## config.mk

```make
export PLATFORM = sky130hd
export DESIGN_NAME = xcvr_link_rst_seq
export DESIGN_NICKNAME = d
export VERILOG_FILES = /design/src/rtl/xlrs_pkg.sv /design/src/rtl/xlrs_sync_bank.sv /design/src/rtl/xlrs_lane_monitor.sv /design/src/rtl/xlrs_seq_fsm.sv /design/src/rtl/xcvr_link_rst_seq.sv
export SDC_FILE = /design/constraint.sdc
export NUM_CORES = 1
export LEC_CHECK = 0
export ABC_AREA = 1
export BUFFER_PORTS_ARGS = -buffer_cell sky130_fd_sc_hd__buf_2
export CAP_MARGIN = 20
export CORE_ASPECT_RATIO = 2
export CORE_MARGIN = 1.5
export CORE_UTILIZATION = 29
export DETAILED_ROUTE_END_ITERATION = 12
export GPL_TIMING_DRIVEN = 0
export SKIP_CTS_REPAIR_TIMING = 1
export SYNTH_ARGS = -nofsm -noshare
export SYNTH_HDL_FRONTEND = slang
export SYNTH_SLANG_ARGS = --single-unit
```

## constraint.sdc

```tcl
create_clock -name clk -period 3.14 [get_ports clk]
set_input_delay 0.471 -clock clk [delete_from_list [all_inputs] [get_ports clk]]
set_output_delay 0.471 -clock clk [all_outputs]
set_load 0.02 [all_outputs]
```

## src/rtl/xlrs_pkg.sv

```systemverilog
package xlrs_pkg;

  typedef enum logic [1:0] {
    ST_HOLD       = 2'd0,
    ST_LOCK_WAIT  = 2'd1,
    ST_READY_WAIT = 2'd2,
    ST_UP         = 2'd3
  } seq_state_e;

  typedef struct packed {
    logic glob;
    logic pll;
    logic phy;
    logic link;
  } rst_vec_t;

  localparam rst_vec_t RST_ALL = '{glob: 1'b1, pll: 1'b1, phy: 1'b1, link: 1'b1};

  // Reset pattern held in each sequencing state.
  function automatic rst_vec_t rst_for(seq_state_e s);
    rst_vec_t v;
    case (s)
      ST_HOLD:       v = RST_ALL;
      ST_LOCK_WAIT:  v = '{glob: 1'b0, pll: 1'b0, phy: 1'b1, link: 1'b1};
      ST_READY_WAIT: v = '{glob: 1'b0, pll: 1'b0, phy: 1'b0, link: 1'b1};
      default:       v = '{glob: 1'b0, pll: 1'b0, phy: 1'b0, link: 1'b0};
    endcase
    return v;
  endfunction

endpackage

```

## src/rtl/xlrs_sync_bank.sv

```systemverilog
module xlrs_sync_bank #(
  parameter int WIDTH  = 4,
  parameter int STAGES = 2
) (
  input  logic             clk,
  input  logic             rst,
  input  logic [WIDTH-1:0] d,
  output logic [WIDTH-1:0] q
);

  localparam int LAST = STAGES - 1;

  for (genvar g = 0; g < WIDTH; g++) begin : g_bit
    logic [STAGES-1:0] chain;
    always_ff @(posedge clk) begin
      if (rst) chain <= '0;
      else     chain <= {chain[STAGES-2:0], d[g]};
    end
    assign q[g] = chain[LAST];
  end

endmodule

```

## src/rtl/xlrs_lane_monitor.sv

```systemverilog
module xlrs_lane_monitor #(
  parameter int NUM_PLLS    = 2,
  parameter int NUM_LANES   = 4,
  parameter int SYNC_STAGES = 2
) (
  input  logic                 clk,
  input  logic                 rst,
  input  logic [NUM_PLLS-1:0]  pll_locked_i,
  input  logic [NUM_LANES-1:0] lane_ready_i,
  output logic                 lock_ok,
  output logic                 ready_ok
);

  logic [NUM_PLLS-1:0]  lock_s;
  logic [NUM_LANES-1:0] ready_s;

  xlrs_sync_bank #(.WIDTH(NUM_PLLS), .STAGES(SYNC_STAGES)) u_lock_sync (
    .clk (clk),
    .rst (rst),
    .d   (pll_locked_i),
    .q   (lock_s)
  );

  xlrs_sync_bank #(.WIDTH(NUM_LANES), .STAGES(SYNC_STAGES)) u_ready_sync (
    .clk (clk),
    .rst (rst),
    .d   (lane_ready_i),
    .q   (ready_s)
  );

  // Registered wide AND keeps the reduce tree out of the FSM path.
  always_ff @(posedge clk) begin
    if (rst) begin
      lock_ok  <= 1'b0;
      ready_ok <= 1'b0;
    end else begin
      lock_ok  <= &lock_s;
      ready_ok <= &ready_s;
    end
  end

endmodule

```

## src/rtl/xlrs_seq_fsm.sv

```systemverilog
module xlrs_seq_fsm
  import xlrs_pkg::*;
#(
  parameter int RST_HOLD_CYC    = 8,
  parameter int LOCK_TIMEOUT_CYC = 40
) (
  input  logic     clk,
  input  logic     rst,
  input  logic     run_en,
  input  logic     cfg_busy,
  input  logic     lock_ok,
  input  logic     ready_ok,
  output rst_vec_t rst_q,
  output logic     link_up_q
);

  localparam int CNT_MAX = (RST_HOLD_CYC > LOCK_TIMEOUT_CYC) ? RST_HOLD_CYC : LOCK_TIMEOUT_CYC;
  localparam int CNT_W   = $clog2(CNT_MAX + 1);
  localparam logic [CNT_W-1:0] HOLD_LAST = CNT_W'(RST_HOLD_CYC - 1);
  localparam logic [CNT_W-1:0] TMO_LAST  = CNT_W'(LOCK_TIMEOUT_CYC - 1);

  seq_state_e       state_q, state_d;
  logic [CNT_W-1:0] cnt_q, cnt_d;

  always_comb begin
    state_d = state_q;
    cnt_d   = cnt_q;
    if (!run_en) begin
      // Abort is deferred while a reconfiguration access runs.
      if (!cfg_busy) begin
        state_d = ST_HOLD;
        cnt_d   = '0;
      end
    end else begin
      case (state_q)
        ST_HOLD: begin
          if (cnt_q == HOLD_LAST) begin
            state_d = ST_LOCK_WAIT;
            cnt_d   = '0;
          end else begin
            cnt_d = cnt_q + 1'b1;
          end
        end
        ST_LOCK_WAIT: begin
          if (lock_ok) begin
            state_d = ST_READY_WAIT;
            cnt_d   = '0;
          end else if (cnt_q == TMO_LAST) begin
            state_d = ST_HOLD;
            cnt_d   = '0;
          end else begin
            cnt_d = cnt_q + 1'b1;
          end
        end
        ST_READY_WAIT: begin
          if (!lock_ok) begin
            state_d = ST_LOCK_WAIT;
            cnt_d   = '0;
          end else if (ready_ok) begin
            state_d = ST_UP;
          end
        end
        default: ;
      endcase
    end
  end

  always_ff @(posedge clk) begin
    if (rst) begin
      state_q   <= ST_HOLD;
      cnt_q     <= '0;
      rst_q     <= RST_ALL;
      link_up_q <= 1'b0;
    end else begin
      state_q   <= state_d;
      cnt_q     <= cnt_d;
      rst_q     <= rst_for(state_d);
      link_up_q <= (state_d == ST_UP) && lock_ok && ready_ok;
    end
  end

endmodule

```

## src/rtl/xcvr_link_rst_seq.sv

```systemverilog
module xcvr_link_rst_seq
  import xlrs_pkg::*;
#(
  parameter int NUM_PLLS         = 2,
  parameter int NUM_LANES        = 4,
  parameter int SYNC_STAGES      = 2,
  parameter int RST_HOLD_CYC     = 8,
  parameter int LOCK_TIMEOUT_CYC = 40
) (
  input  logic                 clk,
  input  logic                 rst,
  input  logic                 run_en,
  input  logic                 cfg_busy_i,
  input  logic [NUM_PLLS-1:0]  pll_locked_i,
  input  logic [NUM_LANES-1:0] lane_ready_i,
  output logic                 glob_rst_o,
  output logic                 pll_rst_o,
  output logic                 phy_rst_o,
  output logic                 link_rst_o,
  output logic                 link_up_o
);

  logic     lock_ok;
  logic     ready_ok;
  rst_vec_t rst_v;

  xlrs_lane_monitor #(
    .NUM_PLLS    (NUM_PLLS),
    .NUM_LANES   (NUM_LANES),
    .SYNC_STAGES (SYNC_STAGES)
  ) u_mon (
    .clk          (clk),
    .rst          (rst),
    .pll_locked_i (pll_locked_i),
    .lane_ready_i (lane_ready_i),
    .lock_ok      (lock_ok),
    .ready_ok     (ready_ok)
  );

  xlrs_seq_fsm #(
    .RST_HOLD_CYC     (RST_HOLD_CYC),
    .LOCK_TIMEOUT_CYC (LOCK_TIMEOUT_CYC)
  ) u_fsm (
    .clk       (clk),
    .rst       (rst),
    .run_en    (run_en),
    .cfg_busy  (cfg_busy_i),
    .lock_ok   (lock_ok),
    .ready_ok  (ready_ok),
    .rst_q     (rst_v),
    .link_up_q (link_up_o)
  );

  assign glob_rst_o = rst_v.glob;
  assign pll_rst_o  = rst_v.pll;
  assign phy_rst_o  = rst_v.phy;
  assign link_rst_o = rst_v.link;

endmodule

```

==> results.json, run 1 <==
{
  "clockRootBuffer": "clkbuf_8",
  "hold_depth": 3,
  "r2r_slack_ns": 1.51,
  "finalSetupTns_ns": 0,
  "pre_cts_slack_ns": 1.50,
  "htreeDepth": 1,
  "yosys.cell_types.count": 20,
  "postSynthCellCount": 151,
  "peakVddDrop_v": 0.000286,
  "final_nets": 184,
  "endpoint_kind": "flop",
  "design.core.area_um2": 3680,
  "setup_viol": 0,
  "start_util": 0.306,
  "pin_count": 15,
  "critPathArrivalTime_ns": 1.81,
  "synth_area_um2": 1130,
  "fin_crit_ns": 1.63,
  "antenna_found_initial": 0,
  "relSlewSlack": 0.731,
  "avgRoutedWirePerCell_um": 9.60,
  "cp-start-kind": "flop",
  "wl_mm": 2.08,
  "clk_pin_slew_ns": 0.09,
  "die-height_um": 91.2,
  "rsz0062_at_grt": "false",
  "n_antenna_cell": 0,
  "cts_tree": "built",
  "regToRegStartpoint": "u_fsm.state_q[1]",
  "holdPathEnd": "u_mon.u_ready_sync.g_bit[2].chain[0]",
  "grt_pass1_vias": 964,
  "synth.yosys.seq_area_share": 0.462,
  "row_count": 31,
  "grt_usage": 0.122,
  "hold_viol": 0,
  "cts_made_buffers": 3,
  "clk_path_buf_depth": 2,
  "die_area_um2": 4290,
  "worst_slew_pin_slew_ns": 0.404,
  "p_leak_nw": 0.609,
  "gp_congestion": 0.900,
  "reg2reg_depth": 7,
  "fin_skew_ns": 0.00314,
  "placed_area_um2": 1250,
  "via_count": 942,
  "reg2reg_to": "u_fsm.cnt_q[2]",
  "path_max_fanout": 6,
  "drc_errors": 0,
  "hold_path.class": "input pin to flop",
  "globalRouteOverflowTotal": 0,
  "syn-num-nets": 166,
  "cp.required_ns": 3.32,
  "ys_seq_elements": 26,
  "power_w": 0.000644,
  "via_per_inst": 4.34,
  "die_w_um": 47.1,
  "hp-start": "lane_ready_i[2]",
  "drt_iter0_markers": 29,
  "cap_violations": 0,
  "area_delta_synth_final_pct": 17.5,
  "max_freq_mhz": 613,
  "cts.sinks": 26,
  "portBuffers": 13,
  "p_per_area_nw_per_um2": 486,
  "period_share": 0.519,
  "insertion_delay_ns": 0.27,
  "status": "finished, final reports clean",
  "crit_type": "flop to flop",
  "slew_violations": 0,
  "antenna_left": 0,
  "grt_pass1_wl_mm": 3.86,
  "post-dp-hpwl_mm": 1.69,
  "drive_gt1_frac": 0.149,
  "finish.instance_area_um2": 1330,
  "dr.pass1.iters": 4,
  "grt_max_degree": 16,
  "setup_ws_ns": 1.51,
  "yosys_warnings": 0,
  "holdWs_ns": 0.393,
  "avgSynthCellArea_um2": 7.47
}
[final cells by class]
cell class                 instances  area, µm²
buffer                             3       22.5
clock buffer                       3       41.3
clock inverter                     1       30.0
fill                             400       2360
inverter                          29        109
multi-input combinational         93        475
sequential                        26        520
tap                               49       61.3
timing repair buffer              13       65.1
[cells in the final DEF (no fill, tap or decap)]
cell type / Yosys / layout
a21oi_1: 6 / 6
a221oi_1: 1 / 1
and3_1: 1 / 1
buf_2: 0 / 13
buf_4: 1 / 1
buf_6: 1 / 1
bufinv_16: 0 / 1
clkbuf_1: 1 / 1
clkbuf_8: 0 / 3
dfxtp_1: 26 / 26
ha_1: 5 / 5
inv_1: 29 / 29
nand2_1: 26 / 26
nand2_2: 2 / 2
nand3_1: 12 / 12
nand3_2: 1 / 1
nand4_1: 4 / 4
nor2_1: 20 / 20
nor2_2: 2 / 2
nor2_4: 1 / 1
nor3_1: 2 / 2
o21ai_0: 9 / 9
xor2_1: 1 / 1
[per-stage QoR]
| step | util | cells |
|---|---|---|
| floorplan | - | 151 |
| global placement | 0.340 | 213 |
| detailed placement | 0.340 | 213 |
| CTS | 0.360 | 217 |
| global route | 0.360 | 217 |
| finish | 0.360 | 217 |
[worst max path at each step]
stage	slack (ns)	endpoint	start
after floorplan	1.76	u_fsm.cnt_q[2]	u_fsm.state_q[1]
after global placement	1.49	u_fsm.cnt_q[2]	u_fsm.state_q[1]
after detailed placement	1.50	u_fsm.cnt_q[2]	u_fsm.state_q[1]
after CTS	1.48	u_fsm.cnt_q[2]	u_fsm.state_q[1]
after global routing	1.30	u_fsm.cnt_q[2]	u_fsm.state_q[0]
final	1.51	u_fsm.cnt_q[2]	u_fsm.state_q[1]
[routing by layer]
layer | track usage | wire, µm
met2 | 0.212 | 1230
met5 | 0 | 0
met4 | 0.0880 | 65
met1 | 0.120 | 757
met3 | 0.0119 | 29
[sequential cells by signal, summed over array words and instances, names as in the netlist]
| register | flops |
|---|---|
| u_fsm.rst_q | 3 |
| u_mon.u_ready_sync.g_bit.chain | 8 |
| u_mon.u_lock_sync.g_bit.chain | 4 |
| u_fsm.cnt_q | 6 |
| u_fsm.state_q | 2 |
| u_fsm.link_up_q | 1 |
| u_mon.ready_ok | 1 |
| u_mon.lock_ok | 1 |
[power breakdown]
| part | internal [W] | leakage (nW) | switching, W |
|---|---|---|---|
| logic | 0.0000116 | 0.361 | 0.0000167 |
| registers | 0.000339 | 0.213 | 0.00000335 |
| clock network | 0.000171 | 0.0357 | 0.000103 |
[worst max-delay path, cell delays in order (launching register included)]
cell and delay, ns:
dfxtp_1 0.41, inv_1 0.10, ha_1 0.25, nor2_1 0.12, nand3_1 0.09, nand3_1 0.19
inv_1 0.11, a221oi_1 0.26
[cell usage after synthesis]
library cell	instances	share of area
inv_1	29	0.097
dfxtp_1	26	0.46
nand2_1	26	0.087
nor2_1	20	0.067
nand3_1	12	0.053
o21ai_0	9	0.040
a21oi_1	6	0.027
ha_1	5	0.055
nand4_1	4	0.022
nand2_2	2	0.011
nor2_2	2	0.011
nor3_1	2	0.0089
a221oi_1	1	0.0078
and3_1	1	0.0056
buf_4	1	0.0067
buf_6	1	0.010
clkbuf_1	1	0.0033
nand3_2	1	0.0089
nor2_4	1	0.010
xor2_1	1	0.0078
[cells by family (layout without fill, tap and decap cells)]
family | Yosys count | in the layout | synth area share
fa+ha+maj | 5 | 5 | 0.0555
xor+xnor | 1 | 1 | 0.00777
simple gates | 71 | 71 | 0.284
buf+inv | 32 | 49 | 0.117
flops | 26 | 26 | 0.462
compound gates | 16 | 16 | 0.0744
Power figures use the tool's default switching activity.
==> inputs of run 2 (changes only) <==
- clock period: 3.14 -> 1.46 ns (I/O delays scaled with it)
==> run 2 against run 1 <==
  * Clock-buffer cell count did not move
  * Setup slack got worse by 1.5 ns
  * Utilization rose by 3.7 points
  * Combinational power rose to 2.5 times the previous value
  * Sequential power rose by 110%
  * Sequential cell count did not move
  * Critical endpoint is now u_fsm.link_up_q
==> results.json, run 2 (synthesis results as in run 1) <==
{
  "status": "finished, final reports clean",
  "via_per_inst": 4.48,
  "drive_gt1_frac": 0.302,
  "max_freq_mhz": 700,
  "placed_cells": 213,
  "hold_path.class": "input pin to flop",
  "r2r_slack_ns": 0.03,
  "drc_errors": 0,
  "die_area_um2": 4290,
  "path_common_cell": "nand2_1",
  "path_cells": "ha_4, nand2_4, nor2_4, nand3_2, nand2_1, nand2_1, nand2_1, nand2_1, nor2_2, nand2_2, nor2_2",
  "final_cell_mix": "26 x inv_1, 22 x dfxtp_1, 18 x nor2_1, 18 x nand2_1, 13 x buf_2",
  "peakVddDrop_v": 0.000613,
  "critPathArrivalTime_ns": 1.65,
  "via_count": 976,
  "dr.pass1.iters": 4,
  "setup_ws_ns": 0.0307,
  "clk_pin_slew_ns": 0.09,
  "grt_usage": 0.122,
  "rsz0062_at_grt": "true",
  "worst_slew_pin_slew_ns": 0.404,
  "cap_violations": 0,
  "holdWs_ns": 0.140,
  "p_leak_nw": 0.643,
  "fin_crit_ns": 1.43,
  "cts.sinks": 26,
  "grt_pass1_vias": 964,
  "path_max_fanout": 4,
  "cts_tree": "built",
  "die-height_um": 91.2,
  "post-dp-hpwl_mm": 1.69,
  "start_util": 0.306,
  "antenna_found_initial": 0,
  "cp.required_ns": 1.68,
  "area_delta_synth_final_pct": 29.6,
  "endpoint_kind": "flop",
  "avgRoutedWirePerCell_um": 10.3,
  "wl_mm": 2.26,
  "p_int_w": 0.00112,
  "crit_slowest_cell": "dfxtp_4",
  "clk_path_buf_depth": 2,
  "portBuffers": 13,
  "setup_viol": 0,
  "grt_max_degree": 16,
  "swShare": 0.195,
  "clockRootBuffer": "clkbuf_8",
  "grt_pass1_wl_mm": 3.86,
  "globalRouteOverflowTotal": 0,
  "pin_count": 15,
  "crit_buf_inv": 0,
  "row_count": 31,
  "final_common_cell": "inv_1",
  "cts_made_buffers": 3,
  "comb_power_share": 0.051,
  "final_cells": 218,
  "insertion_delay_ns": 0.27,
  "finalSetupTns_ns": 0,
  "slew_violations": 0,
  "antenna_left": 0,
  "cp_top_family": "simple AND/OR/NAND/NOR gates",
  "pwr-share-seq": 0.526,
  "gp_congestion": 0.900,
  "fin_skew_ns": 0.00485,
  "period_share": 0.979,
  "drt_iter0_markers": 17,
  "final_nets": 185,
  "cp-start-kind": "flop",
  "utilization": 0.397,
  "die_w_um": 47.1,
  "relSlewSlack": 0.731,
  "crit_type": "flop to flop",
  "n_antenna_cell": 0,
  "htreeDepth": 1,
  "hold_viol": 0,
  "largest_reg_flops": 8,
  "max_stage_delay_ns": 0.37,
  "design.core.area_um2": 3680,
  "reg_top3": "u_mon.u_ready_sync.g_bit.chain (8), u_fsm.cnt_q (6), u_mon.u_lock_sync.g_bit.chain (4)",
  "p_switching_w": 0.000271,
  "pre_cts_slack_ns": -0.178,
  "p_per_area_nw_per_um2": 953,
  "clockPowerShare": 0.423,
  "top_register": "u_mon.u_ready_sync.g_bit.chain"
}
run 2: cell count changes in the layout (fill, tap and decap cells not counted), sizes merged:
cell and delta:
buf +1
run 2: worst reg2reg max path, stage by stage, from the launching register on:
cell and delay [ns]:
dfxtp_4 0.37, ha_4 0.15, nand2_4 0.06, nor2_4 0.16, nand3_2 0.08, nand2_1 0.06
nand2_1 0.06, nand2_1 0.08, nand2_1 0.06, nor2_2 0.14, nand2_2 0.07, nor2_2 0.07
run 2: routing by layer:
layer / wire (µm) / GRT usage / up-vias / share of wire
met4: 65 / 0.0880 / 0 / 0.029
met1: 808 / 0.120 / 442 / 0.36
met5: 0 / 0 / - / 0
met2: 1330 / 0.212 / 24 / 0.59
met3: 48 / 0.0119 / 6 / 0.021
li1: - / - / 504 / -
run 2: metrics by stage:
stage / power [W] / area [µm²]
floorplan: 0.000791 / 1130
global placement: 0.000814 / 1250
detailed placement: 0.000814 / 1250
CTS: 0.00141 / 1330
global route: 0.00146 / 1460
finish: 0.00139 / 1460
run 2: power groups by stage:
stage	clock network, W	logic [W]	registers [W]
6_report	0.000589	0.0000711	0.000733
5_1_grt	0.000641	0.0000820	0.000736
4_1_cts	0.000609	0.0000623	0.000736
3_5_place_dp	0	0.0000619	0.000753
3_3_place_gp	0	0.0000617	0.000752
2_1_floorplan	0	0.0000401	0.000750
run 2: path summary, 6_finish.rpt:
kind | startpoint | endpoint | cells past startpoint
setup / recovery | u_fsm.cnt_q[1] | u_fsm.link_up_q | 11
hold / removal | lane_ready_i[2] | u_mon.u_ready_sync.g_bit[2].chain[0] | 3
setup reg to reg | u_fsm.cnt_q[1] | u_fsm.link_up_q | 11
hold reg to reg | u_mon.u_ready_sync.g_bit[1].chain[0] | u_mon.u_ready_sync.g_bit[1].chain[1] | 2
run 2: cell type report:
cell class | instances | area [µm²]
multi-input combinational | 93 | 587
buffer | 3 | 22.5
sequential | 26 | 536
clock buffer | 3 | 41.3
inverter | 29 | 111
fill | 389 | 2220
clock inverter | 1 | 30.0
timing repair buffer | 14 | 72.6
tap | 49 | 61.3
